**src/rtl/ttb_pkg.sv**
```systemverilog
package ttb_pkg;
  localparam int ADDR_W   = 32;
  localparam int N_W      = 3;
  localparam int N_CNT    = 1 << N_W;
  localparam int TBL_LOG2 = 14;   // full first-level table: 16KB
  localparam int SEC_LOG2 = 20;   // one descriptor per 1MB section
  localparam int PD0_BIT  = 4;
  localparam int PD1_BIT  = 5;

  typedef struct packed {
    logic           pd1;
    logic           pd0;
    logic [N_W-1:0] n;
  } ttb_ctrl_t;
endpackage

```
**src/rtl/ttb_ctrl_reg.sv**
```systemverilog
module ttb_ctrl_reg
  import ttb_pkg::*;
(
  input  logic              clk,
  input  logic              rst_n,
  input  logic              wr_en,
  input  logic [ADDR_W-1:0] wr_data,
  input  logic              sec_priv,
  input  logic              wr_lock,
  output ttb_ctrl_t         ctrl,
  output logic [ADDR_W-1:0] rd_data,
  output logic              undef_trap
);
  logic      blocked;
  ttb_ctrl_t ctrl_q;

  assign blocked = wr_en && sec_priv && wr_lock;

  always_ff @(posedge clk) begin
    if (!rst_n) begin
      ctrl_q     <= '0;
      undef_trap <= 1'b0;
    end else begin
      undef_trap <= blocked;
      if (wr_en && !blocked) begin
        ctrl_q.n   <= wr_data[N_W-1:0];
        ctrl_q.pd0 <= wr_data[PD0_BIT];
        ctrl_q.pd1 <= wr_data[PD1_BIT];
      end
    end
  end

  assign ctrl = ctrl_q;

  always_comb begin
    rd_data          = '0;
    rd_data[N_W-1:0] = ctrl_q.n;
    rd_data[PD0_BIT] = ctrl_q.pd0;
    rd_data[PD1_BIT] = ctrl_q.pd1;
  end


  rsvd_zero_chk: assert property (@(posedge clk) disable iff (!rst_n)
    (rd_data[ADDR_W-1:PD1_BIT+1] == '0) && (rd_data[N_W] == 1'b0));


  locked_write_chk: assert property (@(posedge clk) disable iff (!rst_n)
    (wr_en && sec_priv && wr_lock) |=> ($stable(rd_data) && undef_trap));
endmodule

```
**src/rtl/ttb_region_split.sv**
```systemverilog
module ttb_region_split
  import ttb_pkg::*;
(
  input  ttb_ctrl_t         ctrl,
  input  logic [ADDR_W-1:0] va,
  input  logic [ADDR_W-1:0] base0,
  input  logic [ADDR_W-1:0] base1,
  output logic              sel1,
  output logic              fault,
  output logic [ADDR_W-1:0] desc
);
  localparam logic [ADDR_W-1:0] ALL1  = {ADDR_W{1'b1}};
  localparam logic [ADDR_W-1:0] LOW2Z = ~(ADDR_W'(3));

  logic [ADDR_W-1:0] va_idx;
  logic [ADDR_W-1:0] cand0 [N_CNT];
  logic              hi_set [N_CNT];
  logic [ADDR_W-1:0] desc0, desc1;

  // VA[31:20] lands on bits [13:2]
  assign va_idx = va >> (SEC_LOG2 - 2);

  for (genvar g = 0; g < N_CNT; g++) begin : g_split
    localparam int SH = TBL_LOG2 - g;
    localparam logic [ADDR_W-1:0] HI_MASK = ALL1 << SH;
    assign cand0[g] = (base0 & HI_MASK) | (va_idx & ~HI_MASK & LOW2Z);
    if (g == 0) begin : g_zero
      assign hi_set[g] = 1'b0;
    end else begin : g_top
      assign hi_set[g] = |va[ADDR_W-1:ADDR_W-g];
    end
  end

  assign desc0 = cand0[ctrl.n];
  assign desc1 = (base1 & (ALL1 << TBL_LOG2)) | (va_idx & ~(ALL1 << TBL_LOG2) & LOW2Z);

  always_comb begin
    sel1  = hi_set[ctrl.n];
    fault = sel1 ? ctrl.pd1 : ctrl.pd0;
    if (fault)     desc = '0;
    else if (sel1) desc = desc1;
    else           desc = desc0;
  end
endmodule

```
**src/rtl/ttb_result_stage.sv**
```systemverilog
module ttb_result_stage
  import ttb_pkg::*;
(
  input  logic              clk,
  input  logic              rst_n,
  input  logic              in_valid,
  output logic              in_ready,
  input  logic              in_sel1,
  input  logic              in_fault,
  input  logic [ADDR_W-1:0] in_desc,
  output logic              done,
  output logic              sel1,
  output logic              walk,
  output logic              fault,
  output logic [ADDR_W-1:0] desc
);
  logic accept;
  assign accept = in_valid && in_ready;

  always_ff @(posedge clk) begin
    if (!rst_n) begin
      in_ready <= 1'b0;
      done     <= 1'b0;
      sel1     <= 1'b0;
      walk     <= 1'b0;
      fault    <= 1'b0;
      desc     <= '0;
    end else begin
      in_ready <= 1'b1;
      done     <= accept;
      if (accept) begin
        sel1  <= in_sel1;
        fault <= in_fault;
        walk  <= !in_fault;
        desc  <= in_desc;
      end
    end
  end


  accept_done_chk: assert property (@(posedge clk) disable iff (!rst_n)
    accept |=> done);


  fault_desc_chk: assert property (@(posedge clk) disable iff (!rst_n)
    (done && fault) |-> (desc == '0 && !walk));
endmodule

```
**src/rtl/ttb_sel_top.sv**
```systemverilog
module ttb_sel_top
  import ttb_pkg::*;
(
  input  logic        clk,
  input  logic        rst_n,
  input  logic        cfg_wr_en,
  input  logic [31:0] cfg_wr_data,
  output logic [31:0] cfg_rd_data,
  input  logic        sec_priv,
  input  logic        sec_wr_lock,
  output logic        undef_trap,
  input  logic [31:0] base0_reg,
  input  logic [31:0] base1_reg,
  input  logic        miss_valid,
  output logic        miss_ready,
  input  logic [31:0] miss_va,
  output logic        res_done,
  output logic        res_sel1,
  output logic        res_walk,
  output logic        res_fault,
  output logic [31:0] res_desc_addr
);
  ttb_ctrl_t         ctrl;
  logic              sp_sel1, sp_fault;
  logic [ADDR_W-1:0] sp_desc;

  ttb_ctrl_reg u_ctrl (
    .clk        (clk),
    .rst_n      (rst_n),
    .wr_en      (cfg_wr_en),
    .wr_data    (cfg_wr_data),
    .sec_priv   (sec_priv),
    .wr_lock    (sec_wr_lock),
    .ctrl       (ctrl),
    .rd_data    (cfg_rd_data),
    .undef_trap (undef_trap)
  );

  ttb_region_split u_split (
    .ctrl  (ctrl),
    .va    (miss_va),
    .base0 (base0_reg),
    .base1 (base1_reg),
    .sel1  (sp_sel1),
    .fault (sp_fault),
    .desc  (sp_desc)
  );

  ttb_result_stage u_res (
    .clk      (clk),
    .rst_n    (rst_n),
    .in_valid (miss_valid),
    .in_ready (miss_ready),
    .in_sel1  (sp_sel1),
    .in_fault (sp_fault),
    .in_desc  (sp_desc),
    .done     (res_done),
    .sel1     (res_sel1),
    .walk     (res_walk),
    .fault    (res_fault),
    .desc     (res_desc_addr)
  );


  n_zero_base0_chk: assert property (@(posedge clk) disable iff (!rst_n)
    (miss_valid && miss_ready && cfg_rd_data[N_W-1:0] == '0) |=> !res_sel1);
endmodule

```
**config.mk**
```make
export PLATFORM = sky130hd
export DESIGN_NAME = ttb_sel_top
export DESIGN_NICKNAME = d
export VERILOG_FILES = /design/src/rtl/ttb_pkg.sv /design/src/rtl/ttb_ctrl_reg.sv /design/src/rtl/ttb_region_split.sv /design/src/rtl/ttb_result_stage.sv /design/src/rtl/ttb_sel_top.sv
export SDC_FILE = /design/constraint.sdc
export NUM_CORES = 1
export LEC_CHECK = 0
export BUFFER_PORTS_ARGS = -buffer_cell sky130_fd_sc_hd__buf_2
export CAP_MARGIN = 15
export CORE_MARGIN = 2
export CORE_UTILIZATION = 43
export DETAILED_ROUTE_END_ITERATION = 6
export HOLD_SLACK_MARGIN = 0.1
export PLACE_DENSITY = 0.83
export SYNTH_ARGS = -nofsm -noshare
export SYNTH_HDL_FRONTEND = slang
export SYNTH_HIERARCHICAL = 1
export SYNTH_SLANG_ARGS = --single-unit
```
**constraint.sdc**
```tcl
create_clock -name clk -period 2.9 [get_ports clk]
set_clock_uncertainty 0.2 [all_clocks]
set_input_delay 0.435 -clock clk [delete_from_list [all_inputs] [get_ports clk]]
set_output_delay 0.435 -clock clk [all_outputs]
set_load 0.02 [all_outputs]
```
==> metrics.txt <==
status complete, no violations; Worst Setup End Kind flip-flop; reg2reg end u_res/desc[17]; CTS max path bufs 2; CTS tree done; Residual DRC 0; met3 routed wirelength 581 um; # fillers 670; crit path to u_res/desc[17]; largest net degree at the start of global routing 84; gr ovfl total 0; TritonRoute pass-1 iters 4; Core Footprint 0.00683 mm2; Die Area 0.00781 mm2; Async SR Flop Fraction 0%; Slew Viols, Final 0; CTS buffer count 5; Post-synth EDFFs 0; RSZ-0062 raised after global routing no; clk sink count 43; Hold-fix buffers, CTS 0; GP Congestion 0.804; iteration-0 DRC count of the detailed router 150; most common cell after layout, fill and taps aside buf_2; vias in the first global route 2673; Slew headroom 47.8%; placed inst area 0.00339 mm2; CP startpoint u_ctrl/ctrl[0]; clock-pin slew on the worst setup and hold paths 0.08 ns; post-cts resize count 0; Seq cells post-synth 43; initial antenna violation count 0; min-delay src cfg_wr_data[0]; f_max 0.411 GHz; via count 2893; # IOs 204; TNS Setup 0 ns; hpwl dp 5630 um; final hold vios 0; kind of critical path flip-flop to flip-flop; Post-Synthesis Cells 350; synth warn 6; Synth Flop Type dfxtp_1; Starting Density 44.8%; Max Used Layer met4; DRT Wirelength 7880 um; fin crit period 2.44 ns; HP Class input port to flip-flop; Pleak 1.52 nW; Antenna Nets Post-Route 0; Max VDD drop 259 uV; WHS 0.186 ns; design area 0.00348 mm2; DRT met1 WL 3310 um; Routed wire per std cell 15.0 um; post-synthesis cell area 0.00306 mm2; r2r setup slk 0.46 ns; H-tree depth 2; post-synthesis sequential area ratio 28.1%; Reg2Reg Depth 7; Critical Path RT 2.93 ns; Via density 5.50; first-pass GRT wire length 12600 um; GRT Util Overall 20.3%; ant diodes 0; endpoints failing setup 0; worst path arrival time 2.46 ns; die height 88.4 um; Rows 30; final net count 563; post-synthesis cell type count 43; Die W 88.4 um; CP startpoint kind flip-flop; Slew @ Worst Pin 0.783 ns; most frequent cells in the layout buf_2 (108), nand2_1 (47), dfxtp_1 (43); Cell Pwr Density 427 mW/mm2; post-route clock period utilization 84.0%; CTS root buf clkbuf_8; IO buf count 108; Area Overhead vs Synth 13.5%; fraction of layout cells with a size suffix above 1 42.8%; Clock Latency Late Sink 0.29 ns; max-cap viol count 0; Worst Path Max Fanout 18; r2r startpoint u_ctrl/ctrl[0]; Mean Syn Cell Area 8.75 um2; WL met2 3910 um; Post-CTS Setup Inserts 0
[worst max-delay path: stages (launching register included)]
cell,delay (ns)
dfxtp_1,0.64
o21ai_2,0.16
a211oi_4,0.40
buf_4,0.30
o31ai_1,0.12
a211oi_1,0.32
nand4_1,0.15
o21ai_2,0.09
[metal layers]
metal | vias up | track usage [%]
met5 | - | 0
met4 | 0 | 5.37
met3 | 8 | 4.10
met2 | 137 | 34.4
met1 | 1351 | 26.4
li1 | 1397 | -
[synth_stat cells, drive strengths merged, types with 2 or more instances]
cell      n  area [um2]
o21ai    36         297
a31oi     3        18.8
clkbuf   15        56.3
buf      59         473
nor3b     5        37.5
o311ai    3        26.3
nor3      7        71.3
o2111ai   3        26.3
o211ai   18         135
nand4    36         225
inv       6        22.5
nor2      5        18.8
o31ai    18         135
a211oi   20         230
nand2    47         176
and3      3        23.8
nor2b     2        12.5
mux2i     5        50.1
dfxtp    43         861
conb      2        7.51
o21a      2        16.3
[per-stage QoR]
stage,power [W],setup WS [ns],instances,util [%]
4_1_cts,0.00150,0.514,526,50.9
2_1_floorplan,0.00104,0.825,377,-
6_report,0.00148,0.464,526,50.9
3_3_place_gp,0.00111,0.526,518,49.6
3_5_place_dp,0.00112,0.481,518,49.6
5_1_grt,0.00158,0.302,526,50.9
[sequential cells by signal (all words and copies together) (netlist names)]
register           flops
u_ctrl/ctrl            5
u_ctrl/undef_trap      1
u_res/desc            32
u_res/done             1
u_res/fault            1
u_res/in_ready         1
u_res/sel1             1
u_res/walk             1
[how the worst min path moves through the flow]
| stage | end | slack (ns) | depth (start not counted) |
|---|---|---|---|
| CTS | u_ctrl/ctrl[4] | 0.17 | 3 |
| finish | u_ctrl/ctrl[0] | 0.19 | 3 |
| global route | u_ctrl/ctrl[1] | 0.19 | 3 |
| floorplan | u_ctrl/ctrl[2] | 0.24 | 2 |
| detailed placement | u_res/desc[19] | 0.25 | 2 |
| global placement | u_res/desc[6] | 0.24 | 2 |
[where the power goes]
| part | total, W | internal, W | switching, W |
|---|---|---|---|
| Combinational | 0.000456 | 0.000172 | 0.000284 |
| Sequential | 0.000653 | 0.000625 | 0.0000281 |
| Clock | 0.000375 | 0.000169 | 0.000206 |
[kinds of logic (layout without fill, tap and decap cells)]
| logic type | Yosys count | count (layout) | share of synthesized area [%] |
|---|---|---|---|
| AOI/OAI and AO/OA | 109 | 109 | 31.5 |
| buffers and inverters | 80 | 133 | 18.0 |
| and+or+nand+nor | 111 | 111 | 20.5 |
| other | 2 | 29 | 0.245 |
| DFF | 43 | 43 | 28.1 |
| muxes | 5 | 5 | 1.63 |
[area by class of cell]
type,instances,area [um2],share of cell area (%)
clock buffers,6,72.6,2.09
clock inverters,2,12.5,0.360
inverters,6,22.5,0.648
multi-input cells,254,1750,50.4
flip-flops and latches,43,861,24.8
well taps,96,120,3.46
repair buffers,119,636,18.3
No activity file was read; power rests on OpenSTA's default activity.
